==> src/rtl/ea_pkg.sv <==
package ea_pkg;

    localparam int MODE_W = 4;

    typedef enum logic [MODE_W-1:0] {
        AM_DIRECT   = 4'd0,
        AM_IMM      = 4'd1,
        AM_INDIRECT = 4'd2,
        AM_PCREL    = 4'd3,
        AM_INDEXED  = 4'd4,
        AM_REG      = 4'd5,
        AM_REGIND   = 4'd6,
        AM_POSTINC  = 4'd7,
        AM_PREDEC   = 4'd8
    } amode_e;

    typedef enum logic [1:0] {
        ST_IDLE,
        ST_PTR,
        ST_OPND
    } fsm_e;

endpackage

==> src/rtl/ea_reg_pick.sv <==
module ea_reg_pick #(
    parameter int W     = 16,
    parameter int NREG  = 8,
    localparam int SEL_W = $clog2(NREG)
) (
    input  logic [NREG*W-1:0] regs_flat,
    input  logic [SEL_W-1:0]  sel,
    output logic [W-1:0]      val
);

    logic [W-1:0] regs [NREG];

    for (genvar k = 0; k < NREG; k++) begin : g_unpack
        assign regs[k] = regs_flat[k*W +: W];
    end

    assign val = regs[sel];

endmodule

==> src/rtl/ea_mode_decode.sv <==
module ea_mode_decode
    import ea_pkg::*;
#(
    parameter int W = 16
) (
    input  logic [MODE_W-1:0] mode,
    input  logic [W-1:0]      addr_field,
    input  logic [W-1:0]      pc_next,
    input  logic [W-1:0]      xr,
    input  logic [W-1:0]      reg_val,
    output logic [W-1:0]      first_addr,
    output logic [W-1:0]      local_val,
    output logic [W-1:0]      wb_val,
    output logic              use_mem,
    output logic              two_step,
    output logic              illegal,
    output logic              wb_en
);

    localparam logic [W-1:0] ONE = W'(1);

    always_comb begin
        first_addr = addr_field;
        local_val  = addr_field;
        wb_val     = reg_val;
        use_mem    = 1'b0;
        two_step   = 1'b0;
        illegal    = 1'b0;
        wb_en      = 1'b0;
        case (mode)
            AM_DIRECT: begin
                use_mem    = 1'b1;
                first_addr = addr_field;
            end
            AM_IMM: begin
                local_val = addr_field;
            end
            AM_INDIRECT: begin
                use_mem    = 1'b1;
                two_step   = 1'b1;
                first_addr = addr_field;
            end
            AM_PCREL: begin
                use_mem    = 1'b1;
                first_addr = pc_next + addr_field;
            end
            AM_INDEXED: begin
                use_mem    = 1'b1;
                first_addr = xr + addr_field;
            end
            AM_REG: begin
                local_val = reg_val;
            end
            AM_REGIND: begin
                use_mem    = 1'b1;
                first_addr = reg_val;
            end
            AM_POSTINC: begin
                use_mem    = 1'b1;
                first_addr = reg_val;
                wb_en      = 1'b1;
                wb_val     = reg_val + ONE;
            end
            AM_PREDEC: begin
                use_mem    = 1'b1;
                first_addr = reg_val - ONE;
                wb_en      = 1'b1;
                wb_val     = reg_val - ONE;
            end
            default: begin
                illegal = 1'b1;
            end
        endcase
    end

endmodule

==> src/rtl/ea_fetch_unit.sv <==
module ea_fetch_unit
    import ea_pkg::*;
#(
    parameter int W      = 16,
    parameter int NREG   = 8,
    localparam int SEL_W = $clog2(NREG)
) (
    input  logic                clk,
    input  logic                rst_n,
    input  logic                start,
    input  logic [MODE_W-1:0]   mode,
    input  logic [W-1:0]        addr_field,
    input  logic [SEL_W-1:0]    reg_sel,
    input  logic [W-1:0]        pc_next,
    input  logic [W-1:0]        xr,
    input  logic [NREG*W-1:0]   regs_flat,
    output logic                mem_req,
    output logic [W-1:0]        mem_addr,
    input  logic                mem_ready,
    input  logic [W-1:0]        mem_rdata,
    output logic                reg_wr_en,
    output logic [SEL_W-1:0]    reg_wr_sel,
    output logic [W-1:0]        reg_wr_data,
    output logic [W-1:0]        acc,
    output logic                done,
    output logic                err,
    output logic                busy
);

    typedef struct packed {
        fsm_e             st;
        logic [W-1:0]     acc;
        logic             done;
        logic             err;
        logic             req;
        logic [W-1:0]     addr;
        logic             wr_en;
        logic [SEL_W-1:0] wr_sel;
        logic [W-1:0]     wr_data;
    } ctl_t;

    ctl_t ctl_d, ctl_q;

    logic [W-1:0] sel_val;
    logic [W-1:0] first_addr, local_val, wb_val;
    logic         use_mem, two_step, illegal, wb_en;

    ea_reg_pick #(.W(W), .NREG(NREG)) u_pick (
        .regs_flat (regs_flat),
        .sel       (reg_sel),
        .val       (sel_val)
    );

    ea_mode_decode #(.W(W)) u_dec (
        .mode       (mode),
        .addr_field (addr_field),
        .pc_next    (pc_next),
        .xr         (xr),
        .reg_val    (sel_val),
        .first_addr (first_addr),
        .local_val  (local_val),
        .wb_val     (wb_val),
        .use_mem    (use_mem),
        .two_step   (two_step),
        .illegal    (illegal),
        .wb_en      (wb_en)
    );

    always_comb begin
        ctl_d       = ctl_q;
        ctl_d.done  = 1'b0;
        ctl_d.err   = 1'b0;
        ctl_d.wr_en = 1'b0;
        case (ctl_q.st)
            ST_IDLE: begin
                if (start) begin
                    if (illegal) begin
                        ctl_d.done = 1'b1;
                        ctl_d.err  = 1'b1;
                    end else if (!use_mem) begin
                        ctl_d.acc  = local_val;
                        ctl_d.done = 1'b1;
                    end else begin
                        ctl_d.req     = 1'b1;
                        ctl_d.addr    = first_addr;
                        ctl_d.st      = two_step ? ST_PTR : ST_OPND;
                        ctl_d.wr_en   = wb_en;
                        ctl_d.wr_sel  = reg_sel;
                        ctl_d.wr_data = wb_val;
                    end
                end
            end
            ST_PTR: begin
                if (mem_ready) begin
                    ctl_d.addr = mem_rdata;
                    ctl_d.st   = ST_OPND;
                end
            end
            ST_OPND: begin
                if (mem_ready) begin
                    ctl_d.acc  = mem_rdata;
                    ctl_d.done = 1'b1;
                    ctl_d.req  = 1'b0;
                    ctl_d.st   = ST_IDLE;
                end
            end
            default: begin
                ctl_d.st  = ST_IDLE;
                ctl_d.req = 1'b0;
            end
        endcase
    end

    always_ff @(posedge clk) begin
        if (!rst_n) begin
            ctl_q <= '{st: ST_IDLE, default: '0};
        end else begin
            ctl_q <= ctl_d;
        end
    end

    assign mem_req     = ctl_q.req;
    assign mem_addr    = ctl_q.addr;
    assign reg_wr_en   = ctl_q.wr_en;
    assign reg_wr_sel  = ctl_q.wr_sel;
    assign reg_wr_data = ctl_q.wr_data;
    assign acc         = ctl_q.acc;
    assign done        = ctl_q.done;
    assign err         = ctl_q.err;
    assign busy        = (ctl_q.st != ST_IDLE);

    // no request outside an operation
    p_idle_no_req_r1: assert property (@(posedge clk) disable iff (!rst_n)
        !busy |-> !mem_req);

    // request and address hold until ready
    p_req_hold_r9: assert property (@(posedge clk) disable iff (!rst_n)
        (mem_req && !mem_ready) |=> (mem_req && $stable(mem_addr)));

    // err only appears with done
    p_err_with_done_r10: assert property (@(posedge clk) disable iff (!rst_n)
        err |-> done);

    // illegal completion leaves acc untouched
    p_illegal_keeps_acc_r10: assert property (@(posedge clk) disable iff (!rst_n)
        (busy == 1'b0 && start && illegal) |=> $stable(acc));

    // done is a single-cycle pulse
    p_done_pulse_r11: assert property (@(posedge clk) disable iff (!rst_n)
        done |=> !done);

    // pointer write is a single-cycle pulse while a read is pending
    p_wr_pulse_r7: assert property (@(posedge clk) disable iff (!rst_n)
        reg_wr_en |-> (mem_req && busy));

endmodule

==> config.mk <==
export PLATFORM = sky130hd
export DESIGN_NAME = ea_fetch_unit
export DESIGN_NICKNAME = d
export VERILOG_FILES = /design/src/rtl/ea_pkg.sv /design/src/rtl/ea_reg_pick.sv /design/src/rtl/ea_mode_decode.sv /design/src/rtl/ea_fetch_unit.sv
export SDC_FILE = /design/constraint.sdc
export NUM_CORES = 1
export LEC_CHECK = 0
export ABC_CLOCK_PERIOD_IN_PS = 7700
export BUFFER_PORTS_ARGS = -buffer_cell sky130_fd_sc_hd__buf_2
export CELL_PAD_IN_SITES_DETAIL_PLACEMENT = 1
export CELL_PAD_IN_SITES_GLOBAL_PLACEMENT = 1
export CORE_MARGIN = 5
export CORE_UTILIZATION = 38
export DETAILED_ROUTE_END_ITERATION = 6
export GPL_TIMING_DRIVEN = 0
export PLACE_DENSITY_LB_ADDON = 0.1
export REMOVE_ABC_BUFFERS = 1
export SYNTH_ARGS = -nofsm -noshare
export SYNTH_HDL_FRONTEND = slang
export SYNTH_SLANG_ARGS = --single-unit
export TNS_END_PERCENT = 50
==> constraint.sdc <==
create_clock -name clk -period 7.7 [get_ports clk]
set_input_delay 0.385 -clock clk [delete_from_list [all_inputs] [get_ports clk]]
set_output_delay 0.385 -clock clk [all_outputs]
set_load 0.05 [all_outputs]
Yosys cells after proc, flatten, opt, wreduce, memory -nomap -nowiden
Index checks and enable logic that the tools add are counted.
{"block": "word_totals", "reg_bits": 57, "out_inout_bits": 56}
{"block": "classes", "n_addsub": 4, "order_cmp": 1, "eq_ne": 16, "muxes": 26, "bitwise": 2, "n_reduce_logical": 16}
{"op": "$mux 37", "count": 2}
{"op": "$mux 16", "count": 4}
{"op": "$pmux 16 s2", "count": 2}
{"op": "$pmux 16 s4", "count": 1}
{"op": "$mux 57", "count": 1}
{"op": "$bmux 16 s3", "count": 1}
{"op": "$pmux 17 s2", "count": 1}
{"op": "$add 16x16->16", "count": 2}
{"op": "$reduce_and 5->1", "count": 5}
{"op": "$mux 19", "count": 1}
{"op": "$mux 18", "count": 1}
{"op": "$mux 17", "count": 1}
{"op": "$add 16x1->16 const B", "count": 1}
{"op": "$eq 4x3->1 const B", "count": 4}
{"op": "$sub 16x1->16 const B", "count": 1}
{"op": "$ne 2x2->1 const B", "count": 6}
{"op": "$reduce_or 9->1", "count": 1}
{"op": "$eq 4x2->1 const B", "count": 2}
{"op": "$reduce_or 7->1", "count": 1}
{"op": "$mux 1", "count": 6}
{"op": "$mux 2", "count": 3}
{"op": "$pmux 2 s3", "count": 1}
{"op": "$reduce_bool 2->1", "count": 3}
{"op": "$eq 4x1->1 const B", "count": 1}
{"op": "other kinds (12)", "count": 13}

Logic depth before layout (Yosys ltp)
Gate-level depths: netlist of run 1.
{"block": "logic_depth", "depth_word": 10, "ltp_mapped": 15}

Hierarchy
A second synthesis of run 1 with hierarchy kept.
{"block": "hier_totals", "hier_cells": 737, "area_unflattened_um2": 6431.2}
{"module": "ea_fetch_unit", "instances": 1, "cells_each": 345, "area_each_um2": 3011.6, "seq_area_each_um2": 1141.1}
{"module": "ea_mode_decode", "instances": 1, "cells_each": 335, "area_each_um2": 2348.5, "seq_area_each_um2": 0.0}
{"module": "ea_reg_pick", "instances": 1, "cells_each": 57, "area_each_um2": 1071.0, "seq_area_each_um2": 0.0}

Worst setup path after synthesis of run 1
OpenSTA, ideal clock, no wires.
{"block": "synth_path", "path_kind": "in2reg", "startpoint": "in mode[3]", "endpoint": "reg ctl_q, in the netlist mem_addr[9]", "setup_time_ps": 124, "arrival_ps": 3945, "required_time_ps": 7576, "path_slack_ps": 3631, "stages": 13, "path_buffers": 2, "cell_sequence": "clkbuf_1 -> nand2b_1 -> nor3_1 -> clkbuf_1 -> mux2_2 -> ha_1 -> and3_1 -> a2111oi_0 -> o21ai_0 -> xnor2_1 -> o221ai_1 -> a221oi_1 -> a21oi_1"}
{"block": "synth_between", "elab_chain_len": 7, "elab_cells_between_ends": 21}
{"element": "start, declared", "line_no": "ea_fetch_unit.sv:11", "text": "input logic [MODE_W-1:0] mode,"}
{"element": "$eq 4x3->1", "line_no": "ea_mode_decode.sv:30", "text": "case (mode)"}
{"element": "$reduce_or 2->1 (no source line)"}
{"element": "$pmux 16 s4", "line_no": "ea_mode_decode.sv:30"}
{"element": "$mux 37", "line_no": "ea_fetch_unit.sv:80", "text": "end else if (!use_mem) begin"}
{"element": "$mux 37", "line_no": "ea_fetch_unit.sv:77", "text": "if (illegal) begin"}
{"element": "$mux 57", "line_no": "ea_fetch_unit.sv:76", "text": "if (start) begin"}
{"element": "$pmux 16 s2", "line_no": "ea_fetch_unit.sv:74", "text": "case (ctl_q.st)"}
{"element": "end signal, assigned", "line_no": "ea_fetch_unit.sv:118", "text": "ctl_q <= ctl_d;"}
{"element": "end, declared", "line_no": "ea_fetch_unit.sv:42", "text": "ctl_t ctl_d, ctl_q;"}
Parallel ways exist; a longest one is shown, timed or not. The select of a mux whose other input is x is not followed.
A chain may end at the register's enable or synchronous reset.

Worst setup path in the final report of run 1
{"block": "layout_path", "startpoint": "in reg_sel[1]", "endpoint": "reg ctl_q, in the netlist reg_wr_data[14]"}
{"block": "layout_between", "elab_chain_len": 6, "elab_cells_between_ends": 7}
{"element": "start, declared", "line_no": "ea_fetch_unit.sv:13", "text": "input logic [SEL_W-1:0] reg_sel,"}
{"element": "$not 3->4 (not written as such) (*)", "line_no": "ea_reg_pick.sv:17", "text": "assign val = regs[sel];"}
{"element": "$bmux 16 s3 (*)", "line_no": "ea_reg_pick.sv:17"}
{"element": "$mux 16 (not written as such) (*) (2 in a row)", "line_no": "ea_reg_pick.sv:17"}
{"element": "$sub 16x1->16 / $add 16x1->16 (equally long branches)", "line_no": "ea_mode_decode.sv:68, ea_mode_decode.sv:62"}
{"element": "$pmux 16 s2 (*)", "line_no": "ea_mode_decode.sv:30"}
Every way passes the cells marked *; elsewhere a longest branch is shown, timed or not. The select of a mux whose other input is x is not followed.

==> tab_implementation.tex, run 1 <==
\begin{tabular}{lr}
\hline
Metric & Value \\
\hline
\multicolumn{2}{l}{\textbf{Routing}} \\
\quad Average vias per placed instance & 5.92 \\
\quad Total length of routed wires & 25900 um \\
\quad DRC errors left & 0 \\
\quad Number of optimization iterations in the first detailed-route pass & 5 \\
\quad Routed Antenna Nets & 0 \\
\quad Drt initial violations & 391 \\
\quad Number of vias after detailed routing & 6906 \\
\quad Drt wl/cell & 22.2 um \\
\multicolumn{2}{l}{\textbf{Placement}} \\
\quad Count of buffers inserted at the top-level ports & 258 \\
\quad Half-perimeter wire length of the detailed placement result & 20600 um \\
\quad Total instance count after detailed placement & 1151 \\
\quad Weighted congestion reported at the end of routability-driven placement & 0.918 \\
\multicolumn{2}{l}{\textbf{Synthesis}} \\
\quad Synth Cell Area & 6330 um\^{}2 \\
\quad Number of warnings printed during yosys synthesis & 0 \\
\quad Part of the Yosys area used for sequential elements & 0.180 \\
\quad Number of synthesized register bits & 57 \\
\quad Post-synth ARST share & 0 \\
\quad Post-synthesis instance total & 769 \\
\quad Post-synth EDFFs & 0 \\
\quad Count of distinct cell types in the synthesized netlist & 74 \\
\quad Post-synth top flop & dfxtp\_1 \\
\quad Syn avg cell area & 8.23 um\^{}2 \\
\multicolumn{2}{l}{\textbf{GRT}} \\
\quad Vias in the first global route & 7371 \\
\quad First-pass GRT wire length & 40100 um \\
\quad Pin count of the biggest net entering global routing & 61 \\
\quad Overflow left after global routing & 0 \\
\quad Number of antenna violations at the first check in global routing & 0 \\
\quad Total track usage & 0.257 \\
\multicolumn{2}{l}{\textbf{Timing}} \\
\quad Sum Neg Setup Slack & 0 ns \\
\quad Slew HR & 0.102 \\
\quad Time the final worst path needs with I/O delays and setup & 4.03 ns \\
\quad Worst Clk Skew & 0.00925 ns \\
\quad Max Freq & 248 MHz \\
\quad Slew at the pin closest to its max-slew limit & 1.31 ns \\
\quad Number of pins with negative max-slew slack in the final report & 0 \\
\quad Final period util & 0.523 \\
\quad Number of setup violations in the final report & 0 \\
\quad RSZ-0062 raised after global routing & no \\
\quad Number of hold violations in the final report & 0 \\
\multicolumn{2}{l}{\textbf{Critical path}} \\
\quad Reg-to-Reg End & mem\_addr[15] \\
\quad Worst Reg2Reg Path Length in Cells & 7 \\
\quad Arr. time, crit path & 4.29 ns \\
\quad Crit Reg-Reg Startpoint & ctl\_q[55] \\
\quad Launching element type of the critical path & input port \\
\quad CP endpoint kind & flop \\
\quad FF-to-FF setup slack & 4.71 ns \\
\quad Highest fanout seen on the critical path & 42 \\
\quad CP required & 7.96 ns \\
\quad Crit Path Class & input port to flop \\
\multicolumn{2}{l}{\textbf{Clock tree}} \\
\quad Inserted Clock Buffers & 9 \\
\quad Clk buf depth & 2 \\
\quad Number of H-tree levels & 3 \\
\quad Clock latency on the worst-skew pair & 0.34 ns \\
\quad Reg clk slew, reported paths & 0.05 ns \\
\quad Cells resized by post-CTS repair & 0 \\
\quad Number of hold-repair buffers added at the cts stage & 0 \\
\quad CTS tree & yes \\
\quad Clock tree root buffer cell & clkbuf\_16 \\
\quad Clk sink count & 57 \\
\quad Post-CTS Setup Inserts & 0 \\
\multicolumn{2}{l}{\textbf{Min path}} \\
\quad Worst-case hold path end point & mem\_addr[2] \\
\quad Worst min path class & input port to flop \\
\quad Hold Startpoint & mem\_rdata[2] \\
\quad Number of stages on the worst hold path & 3 \\
\multicolumn{2}{l}{\textbf{Floorplanning}} \\
\quad Number of placement rows & 47 \\
\quad Core footprint & 16500 um\^{}2 \\
\quad Chip Height & 139 um \\
\quad Area of the die & 19300 um\^{}2 \\
\quad Count of pins on the block boundary & 259 \\
\quad Overall die width & 139 um \\
\quad Initial core utilization & 0.384 \\
\multicolumn{2}{l}{\textbf{Final layout}} \\
\quad Diodes inserted & 0 \\
\quad Share of final-layout standard cells stronger than drive strength 1 & 0.372 \\
\quad Net count, final & 1166 \\
\quad Area added between synthesis and finish & 21.2\% \\
\quad Number of standard cells in the layout, taps in and fillers out & 1166 \\
\multicolumn{2}{l}{\textbf{Power}} \\
\quad Power Density & 160 nW/um\^{}2 \\
\quad Leakage & 0.00351 uW \\
\quad Maximum vdd drop & 0.109 mV \\
\multicolumn{2}{l}{\textbf{Run status}} \\
\quad Run status & completed \\
\multicolumn{2}{l}{\textbf{Flow run}} \\
\quad Maximum capacitance violations & 0 \\
\hline
\end{tabular}
-- where the power goes --
part	internal [uW]	switching, uW
sequential	319	13.7
combinational	185	324
clock	240	148
-- per-layer routing --
metal	routed length, um	share of wire	track usage
met1	11000	0.42	0.321
met2	13100	0.51	0.452
met3	1170	0.045	0.0445
met4	668	0.026	0.0747
met5	0	0	0
-- critical path, cell delays in order --
cell and delay (ns):
buf_2 0.76, mux2i_1 0.28, o2bb2ai_1 0.21, nor2_1 0.50, ha_1 0.26, inv_1 0.05
or3_1 0.50, or4_1 0.58, or4_1 0.41, and3_1 0.20, a21oi_1 0.14
-- Yosys cell counts (4+ instances only) --
cell,n,area share
o211ai_1,13,0.015
o211a_1,20,0.032
clkbuf_1,40,0.024
o221ai_1,4,0.0055
nand3b_1,6,0.0071
nand3_1,30,0.024
or4_1,5,0.0059
xnor2_1,14,0.019
o21a_1,5,0.0059
a21oi_1,47,0.037
and2_1,8,0.0079
nor3_1,15,0.012
mux2i_1,37,0.059
and4_1,5,0.0069
mux2_2,21,0.037
a21boi_0,6,0.0071
nor4_1,7,0.0069
nand2b_1,6,0.0059
dfxtp_1,57,0.18
o21ai_0,52,0.041
inv_1,11,0.0065
or2_2,4,0.0040
nand2_1,69,0.041
a211oi_1,14,0.017
or3_1,8,0.0079
a21o_1,7,0.0083
nor2b_1,6,0.0059
buf_4,57,0.068
a221oi_1,7,0.0097
ha_1,20,0.040
nor2_1,41,0.024
a31oi_1,15,0.015
and3_1,5,0.0049
a22oi_1,5,0.0059
xor2_1,8,0.011
o2111ai_1,4,0.0055
mux4_2,26,0.093
nand4_1,5,0.0049
-- placed cells by master (no fill, tap or decap), drive strengths merged, types with 7 or more instances in the layout --
cell type,n
o211ai,13
mux2i,39
inv,11
clkbuf,12
a21oi,47
nor2,41
xnor2,14
dfxtp,57
xor2,8
o211a,20
a21o,7
and2,8
a211oi,14
mux2,21
nor3,15
mux4,26
or3,8
nand2,69
nor4,7
a31oi,15
o21ai,55
buf,267
a221oi,7
nand3,30
ha,20
-- flip-flops by register name, indices dropped and copies added (netlist names) --
| register | cells |
|---|---|
| acc | 16 |
| reg_wr_en | 1 |
| mem_req | 1 |
| reg_wr_data | 16 |
| done | 1 |
| reg_wr_sel | 3 |
| mem_addr | 16 |
| ctl_q | 2 |
| err | 1 |
-- worst max-delay path by stage --
stage / from / to / cells past startpoint
4_1_cts: reg_sel[1] / reg_wr_data[14] / 11
2_1_floorplan: mode[3] / mem_addr[9] / 11
5_1_grt: mode[3] / mem_addr[9] / 12
3_3_place_gp: mode[3] / mem_addr[9] / 12
6_report: reg_sel[1] / reg_wr_data[14] / 11
3_5_place_dp: reg_sel[1] / reg_wr_data[14] / 11
-- metrics by stage --
step | power, uW | instance area [um^2] | hold slack [ns] | setup slack [ns] | util
2_1_floorplan | 653 | 5680 | 0.503 | 3.55 | -
3_3_place_gp | 823 | 7250 | 0.451 | 2.07 | 0.440
3_5_place_dp | 843 | 7390 | 0.456 | 3.38 | 0.449
4_1_cts | 1230 | 7670 | 0.332 | 3.70 | 0.466
5_1_grt | 1290 | 7670 | 0.336 | 3.40 | 0.466
6_report | 1230 | 7670 | 0.342 | 3.67 | 0.466
-- final cells by class --
type                            count  area (um^2)
Clock inverter                      3         15.0
Sequential cell                    57         1140
Multi-Input combinational cell    596         4530
Timing Repair Buffer              267         1400
Fill cell                        2087         8800
Inverter                           11         41.3
Clock buffer                       12          267
Tap cell                          220          275
-- logic make-up (layout without fill, tap and decap cells) --
family,after synthesis,count (layout),share of synthesized area
AOI/OAI and AO/OA,235,235,0.256
xor gates and xnor gates,22,22,0.0304
adders and majority gates,21,21,0.0427
buffers and inverters,116,293,0.109
DFF,57,57,0.180
muxes,86,86,0.195
and+or+nand+nor,232,232,0.186
Power figures use the tool's default switching activity.
==> run 2, diff against run 1 <==
--- a/config.mk
+++ b/config.mk
@@ -5,12 +5,12 @@
 export SDC_FILE = /design/constraint.sdc
 export NUM_CORES = 1
 export LEC_CHECK = 0
-export ABC_CLOCK_PERIOD_IN_PS = 7700
+export ABC_CLOCK_PERIOD_IN_PS = 4200
 export BUFFER_PORTS_ARGS = -buffer_cell sky130_fd_sc_hd__buf_2
 export CELL_PAD_IN_SITES_DETAIL_PLACEMENT = 1
 export CELL_PAD_IN_SITES_GLOBAL_PLACEMENT = 1
 export CORE_MARGIN = 5
-export CORE_UTILIZATION = 38
+export CORE_UTILIZATION = 36
 export DETAILED_ROUTE_END_ITERATION = 6
 export GPL_TIMING_DRIVEN = 0
 export PLACE_DENSITY_LB_ADDON = 0.1
==> constraint.sdc (replaced) <==
create_clock -name clk -period 4.2 [get_ports clk]
set_input_delay 0.21 -clock clk [delete_from_list [all_inputs] [get_ports clk]]
set_output_delay 0.21 -clock clk [all_outputs]
set_load 0.05 [all_outputs]
==> run 2 against run 1 <==
  * Via count rose by 0.54%
  * Critical endpoint unchanged
  * Flip-flop and latch count did not move
  * Critical path depth did not move
  * Hold slack got worse by 0.17 ns
  * Die area rose by 5.1%
  * Cell count rose by 0.34%
==> tab_implementation.tex, run 2 (same netlist as run 1, synthesis figures left out) <==
\begin{tabular}{lr}
\hline
Metric & Value \\
\hline
\multicolumn{2}{l}{\textbf{Placement}} \\
\quad Half-perimeter wire length of the detailed placement result & 20800 um \\
\quad Weighted congestion reported at the end of routability-driven placement & 0.895 \\
\quad Count of buffers inserted at the top-level ports & 258 \\
\quad Setup WS pre-CTS & -0.0172 ns \\
\multicolumn{2}{l}{\textbf{Timing}} \\
\quad Sum Neg Setup Slack & 0 ns \\
\quad Slew at the pin closest to its max-slew limit & 1.32 ns \\
\quad Number of setup violations in the final report & 0 \\
\quad Final worst hold slack & 0.175 ns \\
\quad Final period util & 0.911 \\
\quad Worst Clk Skew & 0.00618 ns \\
\quad Time the final worst path needs with I/O delays and setup & 3.83 ns \\
\quad Max Freq & 261 MHz \\
\quad Number of pins with negative max-slew slack in the final report & 0 \\
\quad Number of hold violations in the final report & 0 \\
\quad RSZ-0062 raised after global routing & no \\
\quad Fin worst setup slack & 0.374 ns \\
\quad Slew HR & 0.115 \\
\multicolumn{2}{l}{\textbf{Critical path}} \\
\quad Cell family contributing the most delay on the critical path & simple AND/OR/NAND/NOR gates \\
\quad CP endpoint kind & flop \\
\quad Arr. time, crit path & 4.09 ns \\
\quad Buffering stage count on the worst path with inverters included & 2 \\
\quad CP dominant cell by count & or4\_1 \\
\quad Sequence of cells on the critical path & buf\_2, mux4\_2, o2bb2ai\_1, nor2\_1, ha\_1, inv\_1, or3\_1, or4\_1, or4\_1, and3\_1, a21oi\_1 \\
\quad CP required & 4.47 ns \\
\quad CP max-delay cell & buf\_2 \\
\quad Launching element type of the critical path & input port \\
\quad Crit path largest cell delay & 0.76 ns \\
\quad Worst Reg2Reg Path Length in Cells & 7 \\
\quad Highest fanout seen on the critical path & 42 \\
\quad Critical Path Stages & 11 \\
\quad Crit Path Class & input port to flop \\
\multicolumn{2}{l}{\textbf{Power}} \\
\quad Switching share of total power & 0.395 \\
\quad Power Density & 294 nW/um\^{}2 \\
\quad Gate power share & 0.414 \\
\quad Internal & 1360 uW \\
\quad Leakage & 0.00350 uW \\
\quad Maximum vdd drop & 0.186 mV \\
\quad Psw & 889 uW \\
\quad Sequential Power Share & 0.271 \\
\quad Clock share of power & 0.315 \\
\multicolumn{2}{l}{\textbf{GRT}} \\
\quad Total track usage & 0.252 \\
\quad Vias in the first global route & 7349 \\
\quad Pin count of the biggest net entering global routing & 61 \\
\quad First-pass GRT wire length & 40300 um \\
\quad Overflow left after global routing & 0 \\
\quad Number of antenna violations at the first check in global routing & 0 \\
\multicolumn{2}{l}{\textbf{Final layout}} \\
\quad Net count, final & 1165 \\
\quad Diodes inserted & 0 \\
\quad Most common cell after layout, fill and taps aside & buf\_2 \\
\quad Share of final-layout standard cells stronger than drive strength 1 & 0.371 \\
\quad Commonest cells after routing, fill and taps aside & 258 x buf\_2, 69 x nand2\_1, 57 x dfxtp\_1 \\
\quad Area added between synthesis and finish & 21.1\% \\
\multicolumn{2}{l}{\textbf{Min path}} \\
\quad Number of stages on the worst hold path & 3 \\
\quad Worst min path class & input port to flop \\
\multicolumn{2}{l}{\textbf{Clock tree}} \\
\quad Post-CTS Setup Inserts & 0 \\
\quad Clk buf depth & 2 \\
\quad Number of hold-repair buffers added at the cts stage & 0 \\
\quad Cells resized by post-CTS repair & 0 \\
\quad Inserted Clock Buffers & 9 \\
\quad Clock latency on the worst-skew pair & 0.34 ns \\
\quad Clk sink count & 57 \\
\quad CTS tree & yes \\
\quad Reg clk slew, reported paths & 0.05 ns \\
\quad Clock tree root buffer cell & clkbuf\_16 \\
\quad Number of H-tree levels & 3 \\
\multicolumn{2}{l}{\textbf{Routing}} \\
\quad Total length of routed wires & 26200 um \\
\quad Average vias per placed instance & 5.93 \\
\quad DRC errors left & 0 \\
\quad Drt wl/cell & 22.4 um \\
\quad Number of optimization iterations in the first detailed-route pass & 5 \\
\quad Number of vias after detailed routing & 6943 \\
\quad Drt initial violations & 377 \\
\quad Routed Antenna Nets & 0 \\
\multicolumn{2}{l}{\textbf{Floorplanning}} \\
\quad Number of placement rows & 48 \\
\quad Overall die width & 143 um \\
\quad Area of the die & 20300 um\^{}2 \\
\quad Initial core utilization & 0.366 \\
\quad Core footprint & 17300 um\^{}2 \\
\quad Chip Height & 143 um \\
\quad Count of pins on the block boundary & 259 \\
\multicolumn{2}{l}{\textbf{Run status}} \\
\quad Run status & completed \\
\multicolumn{2}{l}{\textbf{Flow run}} \\
\quad Maximum capacitance violations & 0 \\
\hline
\end{tabular}
run 2: cell count changes in the layout (fill, tap and decap cells not counted):
cell / change
buf_4: -1
buf_6: +1
buf_8: -1
run 2: layout make-up:
class	count	area [um^2]
clock buffers	12	267
inverters	11	41.3
clock inverters	3	15.0
repair buffers	266	1390
flip-flops and latches	57	1140
fillers	2172	9630
multi-input cells	596	4530
well taps	225	282
run 2: worst min-delay path: cells and delay by family:
family,cells,cell delay (ns)
AND/OR/NAND/NOR,1,0.10
buffers and inverters,1,0.09
AO/OA/AOI/OAI,1,0.08
run 2: per-layer routing:
layer	vias up	GRT usage	wire length (um)
met5	-	0	0
met4	0	0.0655	514
met3	42	0.0470	1600
met2	220	0.447	13200
met1	3450	0.314	10800
li1	3231	-	-
run 2: path summary, 6_finish.rpt:
kind                       from              end  slack [ns]
setup reg to reg      ctl_q[55]     mem_addr[15]        1.17
hold / removal     mem_rdata[2]      mem_addr[2]        0.17
hold reg to reg   reg_wr_sel[2]    reg_wr_sel[2]        0.46
setup / recovery     reg_sel[1]  reg_wr_data[14]        0.37
run 2: stage by stage:
step / instance area (um^2) / instances / util / total power, uW
final: 7660 / 1170 / 0.443 / 2250
after global routing: 7660 / 1170 / 0.443 / 2370
after CTS: 7660 / 1170 / 0.443 / 2270
after detailed placement: 7380 / 1155 / 0.427 / 1550
after global placement: 7260 / 1147 / 0.419 / 1510
after floorplan: 5680 / 664 / - / 1200
run 2: power by group through the flow:
stage	Sequential (uW)	Clock [uW]	Combinational, uW
after detailed placement	621	0	926
after CTS	610	726	931
after global routing	616	754	1000
after global placement	619	0	892
after floorplan	760	0	437
final	611	710	933
